### config.mk
export PLATFORM = sky130hd
export DESIGN_NAME = mdio_mgmt_ctrl
export DESIGN_NICKNAME = d
export VERILOG_FILES = /design/src/rtl/mdio_mgmt_pkg.sv /design/src/rtl/mdio_clk_div.sv /design/src/rtl/mdio_frame_engine.sv /design/src/rtl/mdio_mgmt_ctrl.sv
export SDC_FILE = /design/constraint.sdc
export NUM_CORES = 1
export LEC_CHECK = 0
export ABC_AREA = 1
export ABC_CLOCK_PERIOD_IN_PS = 7350
export BUFFER_PORTS_ARGS = -buffer_cell sky130_fd_sc_hd__clkbuf_2
export CAP_MARGIN = 30
export CELL_PAD_IN_SITES_DETAIL_PLACEMENT = 0
export CELL_PAD_IN_SITES_GLOBAL_PLACEMENT = 1
export CORE_MARGIN = 1
export CORE_UTILIZATION = 44
export DETAILED_ROUTE_END_ITERATION = 8
export GPL_TIMING_DRIVEN = 0
export HOLD_SLACK_MARGIN = 0.05
export PLACE_DENSITY = 0.87
export SYNTH_ARGS = -nofsm -noshare
export SYNTH_HDL_FRONTEND = slang
export SYNTH_HIERARCHICAL = 1
export SYNTH_SLANG_ARGS = --single-unit
### constraint.sdc
create_clock -name clk -period 7.35 [get_ports clk]
set_input_delay 1.47 -clock clk [delete_from_list [all_inputs] [get_ports clk]]
set_output_delay 1.47 -clock clk [all_outputs]
set_load 0.02 [all_outputs]
### src/rtl/mdio_mgmt_pkg.sv
package mdio_mgmt_pkg;
    localparam logic [1:0] A_CMD  = 2'd0;
    localparam logic [1:0] A_DATA = 2'd1;
    localparam logic [1:0] A_STAT = 2'd2;
    localparam logic [1:0] A_CTRL = 2'd3;

    localparam int CMD_RD_BIT = 15;
    localparam int CMD_WR_BIT = 14;
    localparam int CMD_PHY_LSB = 5;
    localparam int CMD_REG_LSB = 0;
    localparam int CTRL_DIV_LSB = 9;
    localparam int CTRL_NOPRE_BIT = 8;
    localparam int CTRL_SRST_BIT = 0;

    localparam int PRE_BITS  = 32;
    localparam int TURN_BITS = 2;

    typedef enum logic [2:0] {
        ST_IDLE,
        ST_PREAMBLE,
        ST_HEADER,
        ST_TURN,
        ST_DATA
    } mdio_state_e;
endpackage

### src/rtl/mdio_clk_div.sv
// MDC generator: period = lim+1 system clocks, first rising edge after a
// half period so the first bit has setup time before the PHY samples it.
module mdio_clk_div #(
    parameter int DIV_W = 7
) (
    input  logic             clk,
    input  logic             rst_n,
    input  logic             start,
    input  logic             run,
    input  logic [DIV_W-1:0] div_m1,
    output logic             mdc,
    output logic             rise,
    output logic             fall
);
    localparam logic [DIV_W-1:0] ONE = {{(DIV_W-1){1'b0}}, 1'b1};

    logic [DIV_W-1:0] lim_q;
    logic [DIV_W-1:0] cnt_q;
    logic [DIV_W-1:0] lim_new;

    // a zero field behaves as one
    assign lim_new = (div_m1 == '0) ? ONE : div_m1;
    assign rise    = run && (cnt_q == lim_q);
    assign fall    = run && (cnt_q == (lim_q >> 1));

    always_ff @(posedge clk or negedge rst_n) begin
        if (!rst_n) begin
            lim_q <= ONE;
            cnt_q <= '0;
            mdc   <= 1'b0;
        end else if (start) begin
            lim_q <= lim_new;
            cnt_q <= (lim_new >> 1) + ONE;
            mdc   <= 1'b0;
        end else if (!run) begin
            cnt_q <= '0;
            mdc   <= 1'b0;
        end else if (rise) begin
            cnt_q <= '0;
            mdc   <= 1'b1;
        end else begin
            cnt_q <= cnt_q + ONE;
            if (fall) begin
                mdc <= 1'b0;
            end
        end
    end
endmodule

### src/rtl/mdio_frame_engine.sv
// Frame sequencer: every bit ends on a falling MDC pulse.
module mdio_frame_engine
    import mdio_mgmt_pkg::*;
#(
    parameter int PHY_W  = 5,
    parameter int REG_W  = 5,
    parameter int DATA_W = 16
) (
    input  logic              clk,
    input  logic              rst_n,
    input  logic              go,
    input  logic              abort,
    input  logic              op_rd,
    input  logic [PHY_W-1:0]  phy,
    input  logic [REG_W-1:0]  regad,
    input  logic [DATA_W-1:0] wdata,
    input  logic              no_pre,
    input  logic              rise,
    input  logic              fall,
    input  logic              mdio_i,
    output logic              busy,
    output logic              is_rd,
    output logic              done,
    output logic [DATA_W-1:0] rdata,
    output logic              mdio_o,
    output logic              mdio_oe
);
    localparam int HDR_W = 4 + PHY_W + REG_W;
    localparam int MAXB  = (PRE_BITS > DATA_W) ? PRE_BITS : DATA_W;
    localparam int CNT_W = $clog2(MAXB);
    localparam logic [CNT_W-1:0] CNT_PRE  = CNT_W'(PRE_BITS - 1);
    localparam logic [CNT_W-1:0] CNT_HDR  = CNT_W'(HDR_W - 1);
    localparam logic [CNT_W-1:0] CNT_TURN = CNT_W'(TURN_BITS - 1);
    localparam logic [CNT_W-1:0] CNT_DATA = CNT_W'(DATA_W - 1);

    mdio_state_e       state_q, state_n;
    logic [CNT_W-1:0]  cnt_q, cnt_n;
    logic [HDR_W-1:0]  hdr_q, hdr_n;
    logic [DATA_W-1:0] dat_q, dat_n;
    logic              rd_q, rd_n;

    // state register
    always_ff @(posedge clk or negedge rst_n) begin
        if (!rst_n) begin
            state_q <= ST_IDLE;
            cnt_q   <= '0;
            hdr_q   <= '0;
            dat_q   <= '0;
            rd_q    <= 1'b0;
        end else begin
            state_q <= state_n;
            cnt_q   <= cnt_n;
            hdr_q   <= hdr_n;
            dat_q   <= dat_n;
            rd_q    <= rd_n;
        end
    end

    // next state and datapath
    always_comb begin
        state_n = state_q;
        cnt_n   = cnt_q;
        hdr_n   = hdr_q;
        dat_n   = dat_q;
        rd_n    = rd_q;
        done    = 1'b0;
        if (abort) begin
            state_n = ST_IDLE;
        end else begin
            unique case (state_q)
                ST_IDLE: begin
                    if (go) begin
                        rd_n  = op_rd;
                        hdr_n = {2'b01, (op_rd ? 2'b10 : 2'b01), phy, regad};
                        dat_n = wdata;
                        if (no_pre) begin
                            state_n = ST_HEADER;
                            cnt_n   = CNT_HDR;
                        end else begin
                            state_n = ST_PREAMBLE;
                            cnt_n   = CNT_PRE;
                        end
                    end
                end
                ST_PREAMBLE: begin
                    if (fall) begin
                        if (cnt_q == '0) begin
                            state_n = ST_HEADER;
                            cnt_n   = CNT_HDR;
                        end else begin
                            cnt_n = cnt_q - 1'b1;
                        end
                    end
                end
                ST_HEADER: begin
                    if (fall) begin
                        hdr_n = hdr_q << 1;
                        if (cnt_q == '0) begin
                            state_n = ST_TURN;
                            cnt_n   = CNT_TURN;
                        end else begin
                            cnt_n = cnt_q - 1'b1;
                        end
                    end
                end
                ST_TURN: begin
                    if (fall) begin
                        if (cnt_q == '0) begin
                            state_n = ST_DATA;
                            cnt_n   = CNT_DATA;
                        end else begin
                            cnt_n = cnt_q - 1'b1;
                        end
                    end
                end
                ST_DATA: begin
                    if (rise && rd_q) begin
                        dat_n = {dat_q[DATA_W-2:0], mdio_i}; // sample on rising MDC
                    end
                    if (fall) begin
                        if (!rd_q) begin
                            dat_n = dat_q << 1;
                        end
                        if (cnt_q == '0) begin
                            state_n = ST_IDLE;
                            done    = 1'b1;
                        end else begin
                            cnt_n = cnt_q - 1'b1;
                        end
                    end
                end
                default: state_n = ST_IDLE;
            endcase
        end
    end

    // outputs
    always_comb begin
        busy    = (state_q != ST_IDLE);
        mdio_o  = 1'b0;
        mdio_oe = 1'b0;
        unique case (state_q)
            ST_IDLE: begin
                mdio_o  = 1'b0;
                mdio_oe = 1'b0;
            end
            ST_PREAMBLE: begin
                mdio_o  = 1'b1;
                mdio_oe = 1'b1;
            end
            ST_HEADER: begin
                mdio_o  = hdr_q[HDR_W-1];
                mdio_oe = 1'b1;
            end
            ST_TURN: begin
                mdio_oe = !rd_q;
                mdio_o  = !rd_q && (cnt_q == CNT_TURN);
            end
            ST_DATA: begin
                mdio_oe = !rd_q;
                mdio_o  = !rd_q && dat_q[DATA_W-1];
            end
            default: begin
                mdio_o  = 1'b0;
                mdio_oe = 1'b0;
            end
        endcase
    end

    assign is_rd = rd_q;
    assign rdata = dat_q;
endmodule

### src/rtl/mdio_mgmt_ctrl.sv
module mdio_mgmt_ctrl
    import mdio_mgmt_pkg::*;
#(
    parameter int DIV_W     = 7,
    parameter int DIV_RESET = 39,
    parameter int PHY_W     = 5,
    parameter int REG_W     = 5,
    parameter int DATA_W    = 16
) (
    input  logic        clk,
    input  logic        rst_n,
    input  logic        reg_we,
    input  logic [1:0]  reg_addr,
    input  logic [31:0] reg_wdata,
    output logic [31:0] reg_rdata,
    output logic        mdc,
    output logic        mdio_o,
    output logic        mdio_oe,
    input  logic        mdio_i
);
    localparam logic [DIV_W-1:0] DIV_INIT = DIV_W'(DIV_RESET);

    logic [DATA_W-1:0] data_q;
    logic [DIV_W-1:0]  div_q;
    logic              nopre_q;
    logic              srst_q;
    logic              cmd_go;
    logic              eng_busy;
    logic              eng_rd;
    logic              eng_done;
    logic [DATA_W-1:0] eng_rdata;
    logic              mdc_rise;
    logic              mdc_fall;
    logic [31:0]       ctrl_rd;
    logic              unused_hi;

    assign unused_hi = ^reg_wdata[31:16];

    // accepted only when idle and not in soft reset
    assign cmd_go = reg_we && (reg_addr == A_CMD)
                    && (reg_wdata[CMD_RD_BIT] || reg_wdata[CMD_WR_BIT])
                    && !eng_busy && !srst_q;

    always_ff @(posedge clk or negedge rst_n) begin
        if (!rst_n) begin
            data_q  <= '0;
            div_q   <= DIV_INIT;
            nopre_q <= 1'b0;
            srst_q  <= 1'b0;
        end else if (srst_q) begin
            data_q  <= '0;
            div_q   <= DIV_INIT;
            nopre_q <= 1'b0;
            srst_q  <= 1'b0;
        end else begin
            if (reg_we && reg_addr == A_DATA) begin
                data_q <= reg_wdata[DATA_W-1:0];
            end
            if (eng_done && eng_rd) begin
                data_q <= eng_rdata;
            end
            if (reg_we && reg_addr == A_CTRL) begin
                if (reg_wdata[CTRL_SRST_BIT]) begin
                    srst_q <= 1'b1;
                end else begin
                    div_q   <= reg_wdata[CTRL_DIV_LSB +: DIV_W];
                    nopre_q <= reg_wdata[CTRL_NOPRE_BIT];
                end
            end
        end
    end

    always_comb begin
        ctrl_rd = '0;
        ctrl_rd[CTRL_DIV_LSB +: DIV_W] = div_q;
        ctrl_rd[CTRL_NOPRE_BIT] = nopre_q;
        ctrl_rd[CTRL_SRST_BIT]  = srst_q;
    end

    always_comb begin
        case (reg_addr)
            A_DATA:  reg_rdata = {{(32-DATA_W){1'b0}}, data_q};
            A_STAT:  reg_rdata = {31'd0, eng_busy};
            A_CTRL:  reg_rdata = ctrl_rd;
            default: reg_rdata = '0;
        endcase
    end

    mdio_clk_div #(
        .DIV_W (DIV_W)
    ) u_div (
        .clk    (clk),
        .rst_n  (rst_n),
        .start  (cmd_go),
        .run    (eng_busy && !srst_q),
        .div_m1 (div_q),
        .mdc    (mdc),
        .rise   (mdc_rise),
        .fall   (mdc_fall)
    );

    mdio_frame_engine #(
        .PHY_W  (PHY_W),
        .REG_W  (REG_W),
        .DATA_W (DATA_W)
    ) u_eng (
        .clk     (clk),
        .rst_n   (rst_n),
        .go      (cmd_go),
        .abort   (srst_q),
        .op_rd   (reg_wdata[CMD_RD_BIT]),
        .phy     (reg_wdata[CMD_PHY_LSB +: PHY_W]),
        .regad   (reg_wdata[CMD_REG_LSB +: REG_W]),
        .wdata   (data_q),
        .no_pre  (nopre_q),
        .rise    (mdc_rise),
        .fall    (mdc_fall),
        .mdio_i  (mdio_i),
        .busy    (eng_busy),
        .is_rd   (eng_rd),
        .done    (eng_done),
        .rdata   (eng_rdata),
        .mdio_o  (mdio_o),
        .mdio_oe (mdio_oe)
    );
endmodule

Yosys cells after proc, flatten, opt, wreduce, memory -nomap -nowiden
Index checks and enable logic that the tools add are counted.
{"block": "op_classes", "n_reduce_logical": 35, "div_mod_pow": 0, "order_cmp": 0, "multipliers": 0, "n_eq_ne": 27, "n_addsub": 3, "shift": 0, "n_bitwise": 1, "muxes": 59}
{"cell": "$mux W16", "n": 7}
{"cell": "$mux W5", "n": 10}
{"cell": "$mux W7", "n": 7}
{"cell": "$pmux W16 S3", "n": 1}
{"cell": "$pmux W16 S2", "n": 1}
{"cell": "$mux W3", "n": 10}
{"cell": "$mux W14", "n": 2}
{"cell": "$pmux W14 S2", "n": 1}
{"cell": "$pmux W5 S5", "n": 1}
{"cell": "$ne A3 B3 Y1 const B", "n": 5}
{"cell": "$pmux W3 S5", "n": 1}
{"cell": "$mux W1", "n": 14}
{"cell": "$logic_and A1 B1 Y1", "n": 13}
{"cell": "$ne A2 B2 Y1 const B", "n": 6}
{"cell": "$ne A3 B2 Y1 const B", "n": 4}
{"cell": "$reduce_and A9 Y1", "n": 1}
{"cell": "$reduce_and A8 Y1", "n": 1}
{"cell": "$add A6 B1 Y7 const B", "n": 1}
{"cell": "$add A7 B1 Y7 const B", "n": 1}
{"cell": "$eq A7 B6 Y1", "n": 1}
{"cell": "$eq A7 B7 Y1", "n": 1}
{"cell": "$logic_not A7 Y1", "n": 1}
{"cell": "$eq A3 B2 Y1 const B", "n": 2}
{"cell": "$reduce_and A3 Y1", "n": 2}
{"cell": "other kinds (23)", "n": 31}
{"block": "totals", "reg_bits": 79, "mem_count": 0, "latchBits": 0, "output_inout_bits": 35, "ramBits": 0, "inputBits": 38, "wordCells": 137, "romBits": 0}

Logic depth before layout (Yosys ltp)
Gate-level depths: netlist of run 1.
{"block": "depth", "depth_word": 9, "depth_mapped": 17, "ltp_nobuf": 15}

Cells and area by module
The synthesis of run 1 kept the hierarchy.
{"module": "mdio_frame_engine", "n_inst": 1, "seq_area_each_um2": 975.9, "cells_per_inst": 335, "area_each_um2": 2290.9}
{"module": "mdio_mgmt_ctrl", "n_inst": 1, "seq_area_each_um2": 630.6, "cells_per_inst": 242, "area_each_um2": 1690.4}
{"module": "mdio_clk_div", "n_inst": 1, "seq_area_each_um2": 376.6, "cells_per_inst": 153, "area_each_um2": 1017.2}

Worst setup path before layout of run 1
Ideal clock, no wire load.
{"block": "synth_path", "path_kind": "input-to-output", "start": "in reg_addr[0]", "end": "out reg_rdata[1]", "required_ns": 5.880, "arrival_time_ns": 2.079, "path_slack_ns": 3.801, "path_stages": 3, "cell_sequence": "buf_2 nand2_1 nor2_1"}
{"block": "synth_via", "elab_chain_cells": 2, "word_cells_on_any_way": 4, "cone_classes": "3 x eq/ne; 1 x mux"}
{"item": "start: declaration", "line": "mdio_mgmt_ctrl.sv:13", "rtl": "input logic [1:0] reg_addr,"}
{"item": "$eq A2 B2 Y1 or $eq A2 B1 Y1 (tied branches)", "line": "mdio_mgmt_ctrl.sv:81", "rtl": "case (reg_addr)"}
{"item": "$pmux W16 S3 (*)", "line": "mdio_mgmt_ctrl.sv:81"}
{"item": "end: declaration", "line": "mdio_mgmt_ctrl.sv:15", "rtl": "output logic [31:0] reg_rdata,"}
Every way passes the cells marked *; elsewhere a longest branch is shown, timed or not.

Final worst setup path of run 1
{"block": "layout_path", "start": "in reg_addr[0]", "end": "out reg_rdata[3]"}
The elaborated chain is that of the path after synthesis.

==> results of run 1 <==
-- area by class of cell --
cell class,instances,area [µm²]
plain buffers,42,278
clock buffers,11,243
clock inverters,5,57.6
fillers,1091,5170
inverters,80,300
multi-input cells,544,2490
flip-flops and latches,79,1980
well taps,140,175
repair buffers,42,235
-- worst paths after layout --
kind | to | slack (ns) | depth (start not counted)
max | reg_rdata[3] | 3.45 | 5
min | u_eng/hdr_q[10]$_DFFE_PN0P_ | 0.48 | 2
min reg2reg | u_eng/hdr_q[10]$_DFFE_PN0P_ | 0.48 | 2
min in group asynchronous | u_div/mdc$_DFFE_PN0P_ | 1.12 | 1
max in group asynchronous | data_q[13]$_DFFE_PN0P_ | 5.63 | 2
max reg2reg | data_q[6]$_DFFE_PN0P_ | 4.27 | 16
-- power by group through the flow --
stage	combinational (mW)	sequential [mW]	clock, mW
floorplan	0.765	0.692	0
global placement	0.979	0.716	0
detailed placement	0.999	0.721	0
CTS	1.01	0.714	0.460
global route	1.15	0.735	0.477
finish	1.01	0.715	0.453
-- cell families after synthesis --
group / synth area share (%)
flops: 39.7
buf+inv: 11.6
compound gates: 9.01
simple gates: 36.8
other cells: 0.0750
xor+xnor: 1.58
fa+ha+maj: 1.25
-- stage by stage --
stage | cells | total power [mW] | hold slack (ns) | area (µm²) | worst slack [ns]
5_1_grt | 943 | 2.36 | 0.525 | 5770 | 3.36
3_3_place_gp | 925 | 1.69 | 0.458 | 5430 | 3.35
6_report | 943 | 2.18 | 0.482 | 5770 | 3.45
2_1_floorplan | 745 | 1.46 | 0.444 | 5050 | 3.80
4_1_cts | 943 | 2.18 | 0.486 | 5770 | 3.46
3_5_place_dp | 927 | 1.72 | 0.469 | 5470 | 3.46
-- synthesized netlist by cell type, types with 2 or more instances --
cell type                  number  share of area (%)
sky130_fd_sc_hd__nand2_2        4               0.50
sky130_fd_sc_hd__xnor2_1        4               0.70
sky130_fd_sc_hd__nor3_1         3               0.30
sky130_fd_sc_hd__a21oi_1        6               0.60
sky130_fd_sc_hd__inv_2          5               0.38
sky130_fd_sc_hd__nor2_1        41                3.1
sky130_fd_sc_hd__dfrtp_1       74                 37
sky130_fd_sc_hd__ha_1           5                1.3
sky130_fd_sc_hd__xor2_1         5               0.88
sky130_fd_sc_hd__nand2_1      247                 19
sky130_fd_sc_hd__o21ai_0       53                5.3
sky130_fd_sc_hd__buf_2         15                1.5
sky130_fd_sc_hd__inv_1         72                5.4
sky130_fd_sc_hd__o211ai_1       2               0.30
sky130_fd_sc_hd__clkinv_1       3               0.23
sky130_fd_sc_hd__nand3_1      108                 11
sky130_fd_sc_hd__buf_6          4               0.90
sky130_fd_sc_hd__o21ai_1       23                2.3
sky130_fd_sc_hd__nor4_1         2               0.25
sky130_fd_sc_hd__nor2_2         4               0.50
sky130_fd_sc_hd__buf_4         19                2.9
sky130_fd_sc_hd__nand4_1        9                1.1
sky130_fd_sc_hd__dfstp_2        5                2.6
sky130_fd_sc_hd__clkbuf_1       4               0.30
sky130_fd_sc_hd__or2_2          4               0.50
-- sequential cells by signal, summed over array words and instances, names as in the netlist, 3 cells and up --
signal	flops
u_div/cnt_q	7
u_eng/cnt_q	5
u_eng/state_q	3
div_q	7
u_div/lim_q	7
u_eng/hdr_q	14
data_q	16
u_eng/rdata	16
-- layer usage --
metal  routed length [µm]  part of all wire, %
met1                 6130                   47
met2                 5970                   46
met3                  645                  5.0
met4                  259                  2.0
met5                    0                    0
-- critical path, cell delays in order --
cell	delay (ns)
sky130_fd_sc_hd__clkbuf_2	0.15
sky130_fd_sc_hd__buf_2	0.24
sky130_fd_sc_hd__nand2_1	0.22
sky130_fd_sc_hd__nor2_1	0.16
sky130_fd_sc_hd__clkbuf_2	0.19
==> run_results.csv, run 1 <==
group,metric,value,unit
pwr,power.clock.fraction,20.8,%
sta,rsz0062_at_grt,"no",
worst_setup_path,worst_ep_arrival_time,2.43,ns
placed_design,numPortBuffers,40,
hold_path,kind_of_path_behind_the_tightest_hold_check,"reg -> reg",
sta,setup_violations,0,
worst_setup_path,critical_path.startpoint,"reg_addr[0]",
sta,tightest_slew,0.561,ns
sta,layout_min_cycle_time,3.90,ns
detailed_routing,wirelength,13000,µm
global_routing,busiest_layer,"met2",
run_status,outcome,"finished clean",
logic_synthesis,postSynth.asyncResetShare,100,%
global_routing,met3_layer_usage_reported_by_global_route,4.88,%
cts,cts.sinks,79,
worst_setup_path,r2r_start,"u_eng/state_q[0]$_DFFE_PN0P_",
detailed_routing,drt-wirelength-per-cell,13.8,µm
pwr,p_int,1.21,mW
cts,clkLatencyLatePin,0.34,ns
sta,hold_viol,0,
sta,timing.fmax,257,MHz
logic_synthesis,dominantRegCellSynth,"sky130_fd_sc_hd__dfrtp_1",
pwr,combPwrFrac,46.4,%
floorplanning,floorplan.die_area,11800,µm²
worst_setup_path,critical_path_required,5.88,ns
detailed_routing,detail_route.iter0.violations,320,
pwr,power.share.sequential,32.8,%
global_routing,maximum_number_of_pins_on_one_net_before_global_route_repair,47,
global_routing,vias_in_the_first_global_route,4480,
pwr,vdd.ir_drop.worst,0.000182,V
finish,layout-drive-gt1-share,15.3,%
logic_synthesis,yosysUniqueCellTypes,34,
global_routing,overflow,0,
cts,postCtsResizedCells,0,
sta,slew_headroom,62.4,%
global_routing,groute.layer.met1.usage,31.9,%
global_routing,groute.layer.met2.usage,38.2,%
sta,worst_clock_skew,0.00367,ns
logic_synthesis,synth.cell_area,5000,µm²
worst_setup_path,worst-setup-path-type,"in -> out",
pwr,pwrdens,377,nW/µm²
finish,layout-area-overhead-vs-synth,15.3,%
floorplanning,placeableCoreArea,10900,µm²
finish,layout.cells.most_common,"sky130_fd_sc_hd__nand2_1",
worst_setup_path,timing.critical_path.fanout_max,10,
hold_path,worst_hold_startpoint,"u_eng/hdr_q[10]$_DFFE_PN0P_",
pwr,power.net_switching,970,µW
detailed_routing,dr.pass1.iters,7,
logic_synthesis,synth-edff-count,0,
cts,clock_tree.buffer_depth,2,
detailed_routing,post_drt_via_cell_ratio,5.04,
floorplanning,die_height,109,µm
logic_synthesis,number_of_synthesized_register_bits,79,
detailed_routing,antenna_violating_nets_post_route,0,
global_routing,global_route.usage.total,23.8,%
pwr,total_leakage_power,3.10,nW
floorplanning,design.portCount,73,
cts,clkSlewWorstSetupHoldPaths,0.06,ns
finish,nets,841,
cts,cts.repair_timing.setup_buffer_count,0,
global_routing,antenna_found_initial,0,
cts,cts_inserted_buffers,9,
detailed_routing,vias,4753,
floorplanning,effective_utilization_at_floorplan,45.7,%
finish,final_util,52.7,%
floorplanning,die_width,109,µm
placed_design,post-dp-hpwl,9790,µm
sta,finalMaxSlewViolations,0,
worst_setup_path,cp-end-kind,"primary output",
cts,holdBufCountCts,0,
cts,tritoncts_clock_tree,"done",
finish,antenna_cells_inserted,0,
global_routing,grt_first_pass_wirelength,21600,µm
logic_synthesis,synth.avg_cell_area,6.85,µm²
pwr,sw_frac_of_total,44.6,%
run,max_cap_violations,0,
cts,clockRootBuffer,"sky130_fd_sc_hd__clkbuf_16",
logic_synthesis,post_synth_inst_count,730,
sta,setup_total_negative_slack,0,ns
worst_setup_path,critical_path.startpoint_type,"input port",
floorplanning,num_rows,38,
logic_synthesis,yosysSeqAreaShare,39.7,%
detailed_routing,remaining_drc_errors,0,
finish,layout.cells.most_common_list,"247 x sky130_fd_sc_hd__nand2_1, 108 x sky130_fd_sc_hd__nand3_1, 74 x sky130_fd_sc_hd__dfrtp_1, 72 x sky130_fd_sc_hd__inv_1, 53 x sky130_fd_sc_hd__o21ai_0",
logic_synthesis,synth-warning-count,6,
cts,cts.htree.levels,3,
placed_design,gp_congestion,0.845,
sta,final.period_utilization,53.0,%
No activity file was read; power rests on OpenSTA's default activity.
==> run 2: changes to the inputs <==
ABC_CLOCK_PERIOD_IN_PS = 3900   (was 7350)
CORE_UTILIZATION = 41   (was 44)
PLACE_DENSITY = 0.82   (was 0.87)
clock period = 3.9 ns   (was 7.35 ns; I/O delays follow)
==> run 2 against run 1 <==
Effect of this change:
- critical path depth rose by 11
- via count rose by 2.1%
- worst hold slack worse by 0.067 ns
- core utilization fell by 3.1 points
- power up 92%
- worst setup slack worse by 2.6 ns
- register-to-register slack got worse by 3.4 ns
- clock skew grew 0.0021 ns
- sequential cell count unchanged
- critical path type is now reg -> reg
- largest power group unchanged
==> run_results.csv, run 2 (synthesis gave the netlist of run 1 again) <==
group,metric,value,unit
run_status,outcome,"finished clean",
cts,cts.repair_timing.setup_buffer_count,0,
sta,hold_viol,0,
sta,slew_headroom,63.5,%
detailed_routing,post_drt_via_cell_ratio,5.13,
floorplanning,design.portCount,73,
sta,worst_clock_skew,0.00577,ns
detailed_routing,vias,4854,
floorplanning,floorplan.die_area,12600,µm²
sta,tightest_slew,0.546,ns
worst_setup_path,critical_path.startpoint_type,"register",
detailed_routing,drt-wirelength-per-cell,14.3,µm
detailed_routing,antenna_violating_nets_post_route,0,
detailed_routing,wirelength,13500,µm
global_routing,overflow,0,
pwr,design_power_total,4.17,mW
detailed_routing,dr.pass1.iters,5,
cts,holdBufCountCts,0,
worst_setup_path,timing.critical_path.fanout_max,10,
cts,clock_tree.buffer_depth,2,
cts,cts_inserted_buffers,9,
cts,cts.htree.levels,3,
global_routing,busiest_layer,"met2",
pwr,total_leakage_power,3.12,nW
worst_setup_path,critical_path_required,4.14,ns
cts,clockRootBuffer,"sky130_fd_sc_hd__clkbuf_16",
worst_setup_path,worst-setup-path-type,"reg -> reg",
global_routing,antenna_found_initial,0,
worst_setup_path,cp-end-kind,"register",
cts,cts.sinks,79,
placed_design,numPortBuffers,40,
detailed_routing,remaining_drc_errors,0,
run,max_cap_violations,0,
global_routing,global_route.usage.total,22.7,%
sta,rsz0062_at_grt,"no",
pwr,vdd.ir_drop.worst,0.000393,V
sta,timing.fmax,333,MHz
global_routing,maximum_number_of_pins_on_one_net_before_global_route_repair,49,
global_routing,met3_layer_usage_reported_by_global_route,3.02,%
finish,layout.cells.most_common_list,"247 x sky130_fd_sc_hd__nand2_1, 108 x sky130_fd_sc_hd__nand3_1, 74 x sky130_fd_sc_hd__dfrtp_1, 72 x sky130_fd_sc_hd__inv_1, 53 x sky130_fd_sc_hd__o21ai_0",
floorplanning,effective_utilization_at_floorplan,42.9,%
cts,clkLatencyLatePin,0.35,ns
finish,layout-area-overhead-vs-synth,15.7,%
worst_setup_path,worst_path_largest_cell_delay,0.51,ns
worst_setup_path,worst_ep_arrival_time,3.25,ns
global_routing,groute.layer.met1.usage,31.3,%
finish,nets,841,
worst_setup_path,cp_cell_sequence,"nor2_2, nand2_1, inv_1, nor2_1, and3_1, nand4_1, nor3_1, inv_1, nor4_1, buf_6, nand2_1, buf_4, nand2_1, nand2_1, nand3_1, nand2_1",
finish,finish.instance_area,5790,µm²
global_routing,grt_first_pass_wirelength,22600,µm
finish,layout.filler_cells,1176,
placed_design,post-dp-hpwl,10000,µm
floorplanning,num_rows,39,
floorplanning,die_height,112,µm
floorplanning,die_width,112,µm
cts,tritoncts_clock_tree,"done",
hold_path,kind_of_path_behind_the_tightest_hold_check,"in -> async",
cts,postCtsResizedCells,0,
floorplanning,placeableCoreArea,11700,µm²
sta,final.period_utilization,77.1,%
placed_design,post_dp_cell_area,5470,µm²
global_routing,groute.layer.met2.usage,35.9,%
cts,clkSlewWorstSetupHoldPaths,0.06,ns
pwr,pwrdens,721,nW/µm²
worst_setup_path,crit_path_top_delay_cell,"sky130_fd_sc_hd__dfrtp_1",
worst_setup_path,worst_path_most_repeated_cell,"sky130_fd_sc_hd__nand2_1",
sta,setup_total_negative_slack,0,ns
sta,layout_min_cycle_time,3.01,ns
finish,antenna_cells_inserted,0,
sta,setup_violations,0,
detailed_routing,detail_route.iter0.violations,378,
sta,finalMaxSlewViolations,0,
finish,layout.cells.most_common,"sky130_fd_sc_hd__nand2_1",
finish,layout-drive-gt1-share,15.2,%
worst_setup_path,setup.reg_to_reg.worst_slack,0.89,ns
global_routing,vias_in_the_first_global_route,4463,
placed_design,gp_congestion,0.842,
-- run 2: cell types whose count changed in the layout (fill, tap and decap cells not counted), sizes merged --
cell and change:
clkinvlp -3, clkinv +1, clkbuf +1, bufinv +1
-- run 2: per-stage QoR --
step	setup slack [ns]	cells	utilization [%]	hold WS (ns)
after global routing	0.605	946	49.6	0.442
after floorplan	1.45	745	-	0.444
after global placement	0.569	928	46.6	0.457
after detailed placement	0.887	930	46.9	0.461
after CTS	0.858	946	49.6	0.429
final	0.893	946	49.6	0.415
-- run 2: final cells by class --
class	instances	area, µm²	area share (%)
multi-input combinational	544	2490	43.1
sequential	79	1980	34.3
inverter	80	300	5.19
buffer	42	278	4.80
clock buffer	12	246	4.26
timing repair buffer	42	235	4.07
tap	143	179	3.09
clock inverter	4	70.1	1.21
-- run 2: path summary, 6_finish.rpt --
path | start | endpoint | cells past startpoint
hold reg to reg | u_eng/hdr_q[10]$_DFFE_PN0P_ | u_eng/hdr_q[10]$_DFFE_PN0P_ | 2
hold / removal | rst_n | u_eng/cnt_q[3]$_DFFE_PN0P_ | 1
setup / recovery | u_eng/state_q[0]$_DFFE_PN0P_ | data_q[6]$_DFFE_PN0P_ | 16
setup reg to reg | u_eng/state_q[0]$_DFFE_PN0P_ | data_q[6]$_DFFE_PN0P_ | 16
min in group clk | u_eng/hdr_q[10]$_DFFE_PN0P_ | u_eng/hdr_q[10]$_DFFE_PN0P_ | 2
max in group asynchronous | rst_n | u_eng/rdata[12]$_DFFE_PN0P_ | 2
-- run 2: where the power goes --
group	switching, mW	internal (mW)
Sequential	0.225	1.13
Combinational	1.26	0.633
Clock	0.344	0.577
Total	1.83	2.34
-- run 2: worst max-delay path: cells and delay by family (launching register included) --
family / cells / cell delay, ns
buffers and inverters: 4 / 0.67
flip-flops: 1 / 0.51
AND/OR/NAND/NOR: 12 / 1.71
-- run 2: layer usage --
metal	share of wire [%]	vias to the layer above
li1	-	2454
met1	46	2261
met2	47	126
met3	4.5	13
met4	2.2	0
met5	0	-
==> run 3: changes to the inputs <==
ABC_AREA = 0   (was 1)
ABC_CLOCK_PERIOD_IN_PS = 2460   (was 3900)
CORE_UTILIZATION = 40   (was 41)
PLACE_DENSITY = 0.78   (was 0.82)
clock period = 2.46 ns   (was 3.9 ns; I/O delays follow)
==> run 3 against run 2 <==
Effect of this change:
- highest routed layer unchanged
- global-route usage shrank 0.67 points
- power grew 45%
- critical path depth shrank 7
- die area shrank 4.1%
- largest power group unchanged
- the run now ends with setup timing left
- clock power grew 37%
- via count shrank 19%
==> run_results.csv, run 3 <==
group,metric,value,unit
logic_synthesis,yosysUniqueCellTypes,61,
detailed_routing,detail_route.iter0.violations,241,
sta,finalMaxSlewViolations,0,
placed_design,post-dp-hpwl,8310,µm
worst_setup_path,worst_r2r_path_depth,12,
cts,cts_inserted_buffers,9,
global_routing,antenna_found_initial,0,
sta,setup_total_negative_slack,-0.436,ns
floorplanning,num_rows,39,
sta,setup_violations,19,
sta,slew_headroom,61.3,%
logic_synthesis,post_synth_inst_count,456,
sta,worst_clock_skew,0.00396,ns
detailed_routing,route.met3.wl,413,µm
worst_setup_path,critical_path.startpoint,"u_eng/state_q[2]$_DFFE_PN0P_",
worst_setup_path,setup.worst_path.end,"mdio_o",
global_routing,vias_in_the_first_global_route,3839,
sta,setup_ws,-0.0565,ns
cts,clkLatencyLatePin,0.34,ns
logic_synthesis,post-synth-top-count-cell,"sky130_fd_sc_hd__dfrtp_1",
finish,finish.instance_area,6400,µm²
logic_synthesis,synth.top_cell.area_share,39.6,%
finish,layout.cells.most_common,"sky130_fd_sc_hd__dfrtp_1",
detailed_routing,dr.pass1.iters,5,
floorplanning,placeableCoreArea,11400,µm²
global_routing,maximum_number_of_pins_on_one_net_before_global_route_repair,46,
worst_setup_path,critical_path_required,1.97,ns
floorplanning,effective_utilization_at_floorplan,40.9,%
sta,finalHoldWorstSlack,0.145,ns
logic_synthesis,number_of_synthesized_register_bits,79,
detailed_routing,remaining_drc_errors,0,
floorplanning,design.portCount,73,
global_routing,global_route.usage.total,22.1,%
sta,timing.fmax,397,MHz
sta,hold_viol,0,
detailed_routing,maxUsedRoutingLayer,"met4",
sta,tightest_slew,0.578,ns
detailed_routing,wl_met1,5680,µm
logic_synthesis,synth.avg_cell_area,10.3,µm²
detailed_routing,wirelength,12700,µm
cts,clkSlewWorstSetupHoldPaths,0.06,ns
global_routing,grt_first_pass_wirelength,20000,µm
sta,rsz0062_at_grt,"yes",
placed_design,gp_congestion,0.838,
worst_setup_path,rr_endpoint,"data_q[8]$_DFFE_PN0P_",
pwr,vdd.ir_drop.worst,0.000520,V
logic_synthesis,postSynth.asyncResetShare,100,%
placed_design,numPortBuffers,39,
logic_synthesis,synth_top_cell_by_area,"sky130_fd_sc_hd__dfrtp_1",
detailed_routing,antenna_violating_nets_post_route,0,
logic_synthesis,synth-warning-count,6,
logic_synthesis,dominantRegCellSynth,"sky130_fd_sc_hd__dfrtp_1",
worst_setup_path,cp-end-kind,"primary output",
run,max_cap_violations,0,
detailed_routing,post_drt_via_cell_ratio,5.47,
global_routing,overflow,0,
floorplanning,die_width,110,µm
worst_setup_path,worst-setup-path-type,"reg -> out",
pwr,total_leakage_power,2.90,nW
cts,clock_tree.buffer_depth,2,
sta,final.period_utilization,102,%
finish,layout-drive-gt1-share,40.7,%
placed_design,post_dp_cell_area,5230,µm²
hold_path,kind_of_path_behind_the_tightest_hold_check,"in -> async",
worst_setup_path,worst_ep_arrival_time,2.02,ns
floorplanning,floorplan.die_area,12100,µm²
detailed_routing,drt-wirelength-per-cell,17.8,µm
worst_setup_path,r2r_start,"u_eng/state_q[1]$_DFFE_PN0P_",
floorplanning,die_height,110,µm
detailed_routing,vias,3928,
finish,antenna_cells_inserted,0,
finish,layout.cells.most_common_list,"71 x sky130_fd_sc_hd__dfrtp_1, 52 x sky130_fd_sc_hd__buf_4, 39 x sky130_fd_sc_hd__clkbuf_2, 37 x sky130_fd_sc_hd__nand2_1, 31 x sky130_fd_sc_hd__mux2i_1",
finish,layout-area-overhead-vs-synth,36.9,%
detailed_routing,met2_length,6370,µm
worst_setup_path,critical_path.startpoint_type,"register",
cts,cts.sinks,79,
finish,nets,613,
logic_synthesis,synth-edff-count,0,
worst_setup_path,timing.critical_path.fanout_max,10,
sta,layout_min_cycle_time,2.52,ns
cts,tritoncts_clock_tree,"done",
cts,cts.htree.levels,3,
run_status,outcome,"finished with violations",
pwr,pwrdens,943,nW/µm²
worst_setup_path,setup.reg_to_reg.worst_slack,-0.04,ns
run_status,violated_checks,"setup timing",
logic_synthesis,synth.cell_area,4670,µm²
logic_synthesis,synth.area.top_cells,"sky130_fd_sc_hd__dfrtp_1 40%, sky130_fd_sc_hd__mux2i_1 7.9%, sky130_fd_sc_hd__nand2_1 3.8%, sky130_fd_sc_hd__a2bb2oi_2 3.2%, sky130_fd_sc_hd__o2bb2ai_1 3.2%",
logic_synthesis,yosysSeqAreaShare,42.4,%
logic_synthesis,synth.top_cells.by_count,"74 x sky130_fd_sc_hd__dfrtp_1, 47 x sky130_fd_sc_hd__nand2_1, 37 x sky130_fd_sc_hd__mux2i_1",
finish,layout.filler_cells,988,
finish,final_util,56.0,%
cts,clockRootBuffer,"sky130_fd_sc_hd__clkbuf_16",
[run 3: changes by cell type in the layout (fill, tap and decap cells not counted), moves of 31 or more]
| cell | change |
|---|---|
| sky130_fd_sc_hd__nand2_1 | -210 |
| sky130_fd_sc_hd__o21ai_0 | -46 |
| sky130_fd_sc_hd__nand3_1 | -98 |
| sky130_fd_sc_hd__mux2i_1 | +31 |
| sky130_fd_sc_hd__buf_4 | +33 |
| sky130_fd_sc_hd__inv_1 | -65 |
[run 3: repair_timing]
action	CTS	global route
resized for setup	91	47
buffers inserted	29	16
gates cloned	5	1
setup endpoints to repair	65	58
hold buffers	0	0
pin swaps	38	7
[run 3: logic make-up (layout without fill, tap and decap cells)]
logic type / after synthesis / count (layout) / share of synthesized area (%)
AND/OR/NAND/NOR: 140 / 140 / 16.7
AO/OA/AOI/OAI: 111 / 111 / 18.8
flip-flops: 79 / 79 / 42.4
buffers and inverters: 52 / 156 / 6.42
multiplexers: 45 / 45 / 9.85
XOR/XNOR: 23 / 23 / 4.31
adder cells (fa/ha/maj): 5 / 5 / 1.34
other: 1 / 16 / 0.0802
[run 3: metrics by stage]
step / instances / setup slack (ns) / power [mW]
6_report: 718 / -0.0565 / 6.03
2_1_floorplan: 471 / -0.0177 / 3.67
3_3_place_gp: 653 / -0.565 / 4.10
5_1_grt: 718 / -0.141 / 6.38
3_5_place_dp: 654 / -0.595 / 4.19
4_1_cts: 704 / -0.161 / 5.86
[run 3: routing by layer]
metal  up-vias  global-route usage, %
li1       1861                      -
met1      1946                   29.2
met2       102                   36.3
met3        19                   2.59
met4         0                   10.1
met5         -                      0
[run 3: cell type report]
class                      instances  area (µm²)  area share [%]
buffer                            44         415            6.49
clock buffer                      13         260            4.07
clock inverter                     3        18.8           0.293
inverter                           7        26.3           0.411
multi-input combinational        340        2840            44.3
sequential                        79        1990            31.1
tap                              143         179            2.80
timing repair buffer              89         676            10.6
[run 3: worst min-delay path by stage]
| stage | slack [ns] | startpoint | end |
|---|---|---|---|
| 5_1_grt | 0.18 | rst_n | u_div/cnt_q[2]$_DFF_PN0_ |
| 3_3_place_gp | 0.46 | u_eng/hdr_q[10]$_DFFE_PN0P_ | u_eng/hdr_q[10]$_DFFE_PN0P_ |
| 4_1_cts | 0.15 | rst_n | u_div/cnt_q[2]$_DFF_PN0_ |
| 2_1_floorplan | 0.20 | rst_n | data_q[0]$_DFFE_PN0P_ |
| 6_report | 0.15 | rst_n | u_div/cnt_q[2]$_DFF_PN0_ |
| 3_5_place_dp | 0.47 | u_eng/hdr_q[9]$_DFFE_PN0P_ | u_eng/hdr_q[9]$_DFFE_PN0P_ |
[run 3: power breakdown]
part	switching (mW)	total, mW	internal [mW]
clock network	0.521	1.26	0.738
logic	1.15	2.47	1.31
registers	0.538	2.31	1.77
[run 3: critical path: stages (launching register included)]
cell and delay (ns):
sky130_fd_sc_hd__dfrtp_1 0.37, sky130_fd_sc_hd__buf_6 0.13, sky130_fd_sc_hd__buf_4 0.13, sky130_fd_sc_hd__buf_4 0.12, sky130_fd_sc_hd__nor3b_4 0.15, sky130_fd_sc_hd__buf_6 0.12, sky130_fd_sc_hd__buf_8 0.14, sky130_fd_sc_hd__a32oi_1 0.20
sky130_fd_sc_hd__o22ai_1 0.13, sky130_fd_sc_hd__buf_4 0.19
